==> config.mk <==
export PLATFORM = sky130hd
export DESIGN_NAME = rx_toggle_tracker
export DESIGN_NICKNAME = d
export VERILOG_FILES = /design/src/rtl/tgl_pkg.sv /design/src/rtl/tgl_pid_decode.sv /design/src/rtl/tgl_bank.sv /design/src/rtl/rx_toggle_tracker.sv
export SDC_FILE = /design/constraint.sdc
export NUM_CORES = 1
export LEC_CHECK = 0
export BUFFER_PORTS_ARGS = -buffer_cell sky130_fd_sc_hd__buf_2
export CAP_MARGIN = 10
export CORE_MARGIN = 2
export CORE_UTILIZATION = 50
export CTS_BUF_LIST = sky130_fd_sc_hd__clkbuf_4 sky130_fd_sc_hd__clkbuf_8
export DETAILED_ROUTE_END_ITERATION = 8
export GPL_TIMING_DRIVEN = 0
export PLACE_DENSITY = 0.85
export SLEW_MARGIN = 30
export SYNTH_ARGS = -nofsm -noshare
export SYNTH_HDL_FRONTEND = slang
export SYNTH_SLANG_ARGS = --single-unit
==> constraint.sdc <==
create_clock -name clk -period 1.6 [get_ports clk]
set_clock_uncertainty 0.15 [all_clocks]
set_input_delay 0 -clock clk [delete_from_list [all_inputs] [get_ports clk]]
set_output_delay 0 -clock clk [all_outputs]
set_load 0.1 [all_outputs]
==> src/rtl/tgl_pkg.sv <==
package tgl_pkg;
  localparam int PID_W = 4;
  localparam logic [PID_W-1:0] PID_DATA0 = 4'b0011;
  localparam logic [PID_W-1:0] PID_DATA1 = 4'b1011;

  typedef struct packed {
    logic is_data;
    logic data_bit;
  } pid_class_t;

  function automatic pid_class_t classify_pid(input logic [PID_W-1:0] pid);
    pid_class_t c;
    c.is_data  = (pid == PID_DATA0) || (pid == PID_DATA1);
    c.data_bit = (pid == PID_DATA1);
    return c;
  endfunction

  // Priority: clear, then software write, then accepted packet.
  function automatic logic next_toggle(input logic cur, input logic clr,
                                       input logic sw_hit, input logic sw_val,
                                       input logic acc_hit);
    if (clr)          return 1'b0;
    else if (sw_hit)  return sw_val;
    else if (acc_hit) return ~cur;
    else              return cur;
  endfunction
endpackage

==> src/rtl/tgl_pid_decode.sv <==
module tgl_pid_decode
  import tgl_pkg::*;
(
  input  logic [PID_W-1:0] pid,
  output logic             is_data,
  output logic             data_bit
);
  pid_class_t cls;
  always_comb begin
    cls      = classify_pid(pid);
    is_data  = cls.is_data;
    data_bit = cls.data_bit;
  end
endmodule

==> src/rtl/tgl_bank.sv <==
module tgl_bank
  import tgl_pkg::*;
#(
  parameter int NUM_EP = 16,
  localparam int EP_W = $clog2(NUM_EP)
) (
  input  logic              clk,
  input  logic              rst_n,
  input  logic              acc_evt,
  input  logic [EP_W-1:0]   acc_ep,
  input  logic              sw_evt,
  input  logic [EP_W-1:0]   sw_ep,
  input  logic              sw_val,
  input  logic              clr_evt,
  input  logic [EP_W-1:0]   clr_ep,
  output logic [NUM_EP-1:0] tgl_q
);
  for (genvar i = 0; i < NUM_EP; i++) begin : g_ep
    logic hit_acc, hit_sw, hit_clr;
    assign hit_acc = acc_evt && (acc_ep == EP_W'(i));
    assign hit_sw  = sw_evt  && (sw_ep  == EP_W'(i));
    assign hit_clr = clr_evt && (clr_ep == EP_W'(i));

    always_ff @(posedge clk) begin
      if (!rst_n) tgl_q[i] <= 1'b0;
      else        tgl_q[i] <= next_toggle(tgl_q[i], hit_clr, hit_sw, sw_val, hit_acc);
    end
  end
endmodule

==> src/rtl/rx_toggle_tracker.sv <==
module rx_toggle_tracker
  import tgl_pkg::*;
#(
  parameter int NUM_EP = 16,
  localparam int EP_W = $clog2(NUM_EP)
) (
  input  logic              clk,
  input  logic              rst_n,
  input  logic              pkt_done,
  input  logic [EP_W-1:0]   pkt_ep,
  input  logic [PID_W-1:0]  pkt_pid,
  input  logic              pkt_crc_ok,
  input  logic              sw_wr,
  input  logic [EP_W-1:0]   sw_ep,
  input  logic              sw_tgl_we,
  input  logic              sw_tgl_val,
  input  logic              ep_clr_req,
  input  logic [EP_W-1:0]   ep_clr_idx,
  output logic              verdict_valid,
  output logic              verdict_accept,
  output logic [NUM_EP-1:0] toggle_map
);
  logic pid_is_data, pid_bit, expect_bit;
  logic accept_evt, sw_force_evt;

  tgl_pid_decode u_dec (
    .pid      (pkt_pid),
    .is_data  (pid_is_data),
    .data_bit (pid_bit)
  );

  assign expect_bit   = toggle_map[pkt_ep];
  assign accept_evt   = pkt_done && pkt_crc_ok && pid_is_data && (pid_bit == expect_bit);
  assign sw_force_evt = sw_wr && sw_tgl_we;

  tgl_bank #(.NUM_EP(NUM_EP)) u_bank (
    .clk     (clk),
    .rst_n   (rst_n),
    .acc_evt (accept_evt),
    .acc_ep  (pkt_ep),
    .sw_evt  (sw_force_evt),
    .sw_ep   (sw_ep),
    .sw_val  (sw_tgl_val),
    .clr_evt (ep_clr_req),
    .clr_ep  (ep_clr_idx),
    .tgl_q   (toggle_map)
  );

  always_ff @(posedge clk) begin
    if (!rst_n) begin
      verdict_valid  <= 1'b0;
      verdict_accept <= 1'b0;
    end else begin
      verdict_valid  <= pkt_done;
      verdict_accept <= accept_evt;
    end
  end
endmodule

Word level (Yosys, flattened, before mapping):

Index checks and enable logic that the tools add are counted.

* order comparisons: 1
* eq/ne operators: 48
* muxes and demuxes: 34
* bitwise logic cells: 17
* reductions and logical operators: 88

Operators by type and width (number)
* 4-bit equality test (second input constant): 25
* 1-bit logical AND: 52
* 4-bit by 3-bit equality test with 1-bit output (second input constant): 12
* 1-bit 2-to-1 mux: 33
* 2-bit nonzero test: 16
* 2-bit OR reduction: 16
* 4-bit by 2-bit equality test with 1-bit output (second input constant): 7
* 1-bit inverter: 17
* 4-bit by 1-bit equality test with 1-bit output (second input constant): 3
* 4-bit logical NOT: 3
* 4-bit by 5-bit < comparator with 1-bit output (second input constant): 1
* 1-bit binary-select mux with 4-bit select: 1
* 1-bit equality test: 1
* 1-bit logical OR: 1

* register bits after elaboration: 18
* input port bits: 24
* output and inout bits: 18
* logic and storage cells: 206

Logic depth before layout (Yosys ltp):

* depth after elaboration: 7
* depth in mapped cells: 6

By module:

Synthesis repeated with hierarchy kept, for this count alone.

* cell total of the unflattened synthesis: 154
* area total of the unflattened synthesis: 1303.8 sq um

Modules (own cells, without submodules)
* tgl_bank: instances 1, cells an instance 139, area each 1073.5 sq um, seq. area each 320.3 sq um
* rx_toggle_tracker: instances 1, cells an instance 13, area each 210.2 sq um, seq. area each 40.0 sq um
* tgl_pid_decode: instances 1, cells an instance 2, area each 20.0 sq um, seq. area each 0.0 sq um

Worst setup path before layout:

OpenSTA, ideal clock, no wires.

* path kind: register to register
* from: reg u_bank.tgl_q[2]
* to: reg u_bank.tgl_q[2]
* library setup time: 117 ps
* arrival time: 1759 ps
* required time: 1333 ps
* slack: -426 ps
* cell stages (with the launch flop): 4
* buffers on the path: 0
* period minus slack after synthesis: 2026 ps
* cell sequence: dfxtp_1 > mux4_2 > o221ai_1 > and4bb_2

* longest elaborated chain between the ends: 6
* elaborated cells between the ends (all ways): 9
* classes of those cells: eq/ne: 1; mux: 4; bitwise: 1; reduce/logical: 3

Ends and longest elaborated chain
* start, declared: line tgl_bank.sv:16 `output logic [NUM_EP-1:0] tgl_q`
* start signal, assigned by index: line tgl_bank.sv:26 `else tgl_q[i] <= next_toggle(tgl_q[i], hit_clr, hit_sw, sw_val, hit_acc);`
* 1-bit binary-select mux with 4-bit select: line rx_toggle_tracker.sv:32 `assign expect_bit = toggle_map[pkt_ep];`
* 1-bit 2-to-1 mux (not written as such): line rx_toggle_tracker.sv:32
* 1-bit equality test: line rx_toggle_tracker.sv:33 `assign accept_evt = pkt_done && pkt_crc_ok && pid_is_data && (pid_bit == expect_bit);`
* 1-bit logical AND: line rx_toggle_tracker.sv:33
* 1-bit logical AND: line tgl_bank.sv:20 `assign hit_acc = acc_evt && (acc_ep == EP_W'(i));`
* 2-bit nonzero test (no line)

Parallel ways exist; a longest one is shown, timed or not. The select of a mux whose other input is x is not followed.
A chain may end at the register's enable or synchronous reset.

Final worst setup path:

* from: reg u_bank.tgl_q[14]
* to: reg verdict_accept

* longest elaborated chain between the ends: 4

Ends and longest elaborated chain
* 1-bit binary-select mux with 4-bit select: line rx_toggle_tracker.sv:32
* 1-bit 2-to-1 mux (not written as such): line rx_toggle_tracker.sv:32
* 1-bit equality test: line rx_toggle_tracker.sv:33
* 1-bit logical AND: line rx_toggle_tracker.sv:33
* end signal, assigned: line rx_toggle_tracker.sv:55 `verdict_accept <= accept_evt;`
* end, declared: line rx_toggle_tracker.sv:20 `output logic verdict_accept,`

No other way between the ends. The select of a mux whose other input is x is not followed.

==> flow_summary.toml <==
[run_status]
status = "finished, violations left"
violations = "negative setup slack"

[floorplan]
num_rows = 20
initial_utilization = 0.5343
die-width_um = 61.58
die_y_um = 61.58
dieArea_um2 = 3792
ios = 42
core_um2 = 3103

[cts]
cts_buffers = 3
cts.sinks = 18
cts_tree = "built"
clkTransAtPathRegs_ns = 0.12
clock_path_buffers = 2
post_cts_buffers = 0
clk_latency_ns = 0.31
cts.htree.levels = 1
cts-root-buf = "clkbuf_4"

[timing]
relSlewSlack = 0.6737
post-route-period-util = 1.001
rsz0062_at_grt = "yes"
fin_crit_ns = 1.601
setup_tns_ns = -0.0008825
drv_slew = 0
setup_slack_ns = -0.0008825
fmaxAchievable_mhz = 624.7
hold_viol_final = 0
setup_viol = 1
worst_pin_slew_ns = 0.4928

[yosys]
syn_avg_cell_area_um2 = 8.415
seq_area_frac_synth = 0.2174
netlist_instances = 197
synth.largest_area_cell = "dfxtp_1"
synth-seq-cells = 18
syn_nets = 221
synth_cell_types = 48
synth.area.top_cells = "dfxtp_1 (22%), mux4_2 (8.2%), o221ai_1 (5.3%), o21ai_0 (4.5%), nand2b_1 (4.2%)"
synth_edf_count = 0
yosys_warnings = 0
ys.flop_type = "dfxtp_1"
async_reset_ff_frac = 0
synthDominantCellAreaShare = 0.2174
synth_area_um2 = 1658

[drt]
routed_wl_um = 5594
via_per_inst = 6.872
drtIter0Drc = 183
wl_per_cell_um = 18.90
first_pass_iters = 4
drc = 0
vias = 2034
ant_nets = 0

[cells_and_area]
final_area_um2 = 2130
layout-drive-gt1-share = 0.3571
syn_to_final_growth_pct = 28.45
fillers = 293
diodes = 0
fin_nets = 277
final_cells = 296

[grt]
antenna_found_initial = 0
grt_pass1_wl_um = 8921
grt_start_max_net_pins = 11
grt.total_usage = 0.3214
first_global_vias = 1887
gr-total-overflow = 0

[hold_path]
whs_path_depth = 3
whs_endpoint = "u_bank.tgl_q[4]"
min_path_type = "input pin to flop"
min_from = "rst_n"

[critical_path]
crit_arrival_ns = 1.66
regToRegEndpoint = "verdict_accept"
cpMaxStageDelayCell = "mux4_2"
rr_worst_depth = 4
r2r-start = "u_bank.tgl_q[14]"
path_delay_family = "multiplexers"
slowest_delay_ns = 0.47
crit_type = "flop to flop"
cp.required_ns = 1.66
cp.buffers_inverters = 0
cp_cell_sequence = "mux4_2, a22oi_2, and4_1, nor4_2"
crit_path_start_kind = "flop"
r2r_slack_ns = -0.0009
end_kind = "flop"
crit_fanout = 5

[place]
place_inst = 281
gp_congestion = 0.9533
hpwl_um = 4027
io_buffer_count = 40
place_ws_ns = -0.04315
place_area_um2 = 1978

[power_and_ir_drop]
irDropWorstVdd_mv = 0.4936
p_total_mw = 1.617
powerDensity_nw_per_um2 = 759.2
leakage_nw = 0.7035

[flow_run]
drv_cap = 0
==> cell type report <==
| class | count | area, um^2 | area share |
|---|---|---|---|
| clock buffer | 3 | 22.52 | 0.01058 |
| buffer | 13 | 65.06 | 0.03055 |
| clock inverter | 1 | 3.754 | 0.001763 |
| timing repair buffer | 51 | 310.3 | 0.1457 |
| sequential | 18 | 420.4 | 0.1974 |
| multi-input combinational | 164 | 1245 | 0.5846 |
| inverter | 2 | 7.507 | 0.003525 |
| tap | 44 | 55.05 | 0.02585 |
==> how the worst max path moves through the flow <==
stage	from	end	slack, ns	cells after the start
5_1_grt	u_bank.tgl_q[14]	verdict_accept	-0.03	4
2_1_floorplan	u_bank.tgl_q[14]	verdict_accept	-0.01	4
3_5_place_dp	pkt_pid[2]	u_bank.tgl_q[2]	-0.04	6
6_report	u_bank.tgl_q[14]	verdict_accept	-0.0009	4
3_3_place_gp	pkt_pid[2]	u_bank.tgl_q[2]	-0.04	6
4_1_cts	u_bank.tgl_q[14]	verdict_accept	0.002	4
==> layer usage <==
metal	global-route usage	part of all wire
met5	0	0
met3	0.08403	0.11
met1	0.4200	0.40
met2	0.5218	0.47
met4	0.09422	0.025
==> worst reg2reg max path, delay by kind of cell (launching register included) <==
kind               cells  cell delay [ns]
AOI/OAI and AO/OA      1             0.22
DFF                    1             0.38
muxes                  1             0.47
and+or+nand+nor        2             0.27
==> report_power, final <==
| part | internal, mW | leakage, nW | switching, mW | total (mW) |
|---|---|---|---|---|
| sequential | 0.500 | 0.159 | 0.0607 | 0.561 |
| clock | 0.0914 | 0.0154 | 0.167 | 0.258 |
| combinational | 0.230 | 0.529 | 0.568 | 0.798 |
| total | 0.822 | 0.703 | 0.795 | 1.62 |
==> cell usage after synthesis (all sizes together), types with 4 or more instances <==
library cell and number:
dfxtp 18, o21ai 15, nand2b 11, o221ai 10, nor4 8, or2 8, a21oi 7, buf 7
nand2 7, nor2 7, clkbuf 6, mux4 6, nand4b 6, nor3 6, a31oi 5, nor2b 5
or3 5, mux2i 4, nand3 4, o31ai 4, or4 4
==> cells by family (layout without fill, tap and decap cells) <==
group,Yosys count,in the layout,share of synthesized area
DFF,18,18,0.2174
muxes,12,12,0.1192
and+or+nand+nor,86,86,0.3291
AOI/OAI and AO/OA,66,66,0.2906
buffers and inverters,15,70,0.04377
==> timing repair <==
item | CTS | global route
resized for setup | 0 | 3
hold endpoints to repair | 7 | 0
setup endpoints to repair | 0 | 3
hold buffers | 11 | 0
==> flip-flops by register name, indices dropped and copies added, names as in the netlist <==
register / flops
verdict_accept: 1
u_bank.tgl_q: 16
verdict_valid: 1
==> layout by cell type (no fill, tap or decap), types with 3 or more instances in the layout <==
master | Yosys | routed
o221ai_1 | 10 | 8
mux2i_1 | 4 | 4
nor4_1 | 7 | 7
nand2_1 | 7 | 7
a21oi_1 | 7 | 7
or2_2 | 7 | 7
dlygate4sd3_1 | 0 | 11
nand4b_1 | 6 | 6
nand4_1 | 3 | 3
nand2b_1 | 11 | 10
clkbuf_4 | 0 | 3
mux4_2 | 6 | 6
nor3b_1 | 3 | 3
a221oi_1 | 3 | 3
buf_2 | 4 | 44
clkbuf_1 | 6 | 6
nand3_1 | 4 | 4
a31oi_1 | 5 | 5
o31ai_1 | 4 | 4
and2_1 | 3 | 3
o21ai_0 | 15 | 15
nor2_1 | 7 | 7
nor2b_1 | 5 | 5
a41oi_1 | 3 | 3
or4_1 | 4 | 4
o221a_2 | 3 | 3
o2111a_1 | 3 | 3
or3_1 | 5 | 5
dfxtp_4 | 0 | 16
nor3_1 | 6 | 6
==> metrics by stage <==
stage / hold slack, ns / utilization
after floorplan: -0.02829 / -
after global placement: 0.1313 / 0.6375
after detailed placement: 0.1495 / 0.6375
after CTS: 0.003624 / 0.6815
after global routing: 0.02269 / 0.6863
final: 0.01755 / 0.6863
Note: power is estimated with default switching activity, not from simulation.
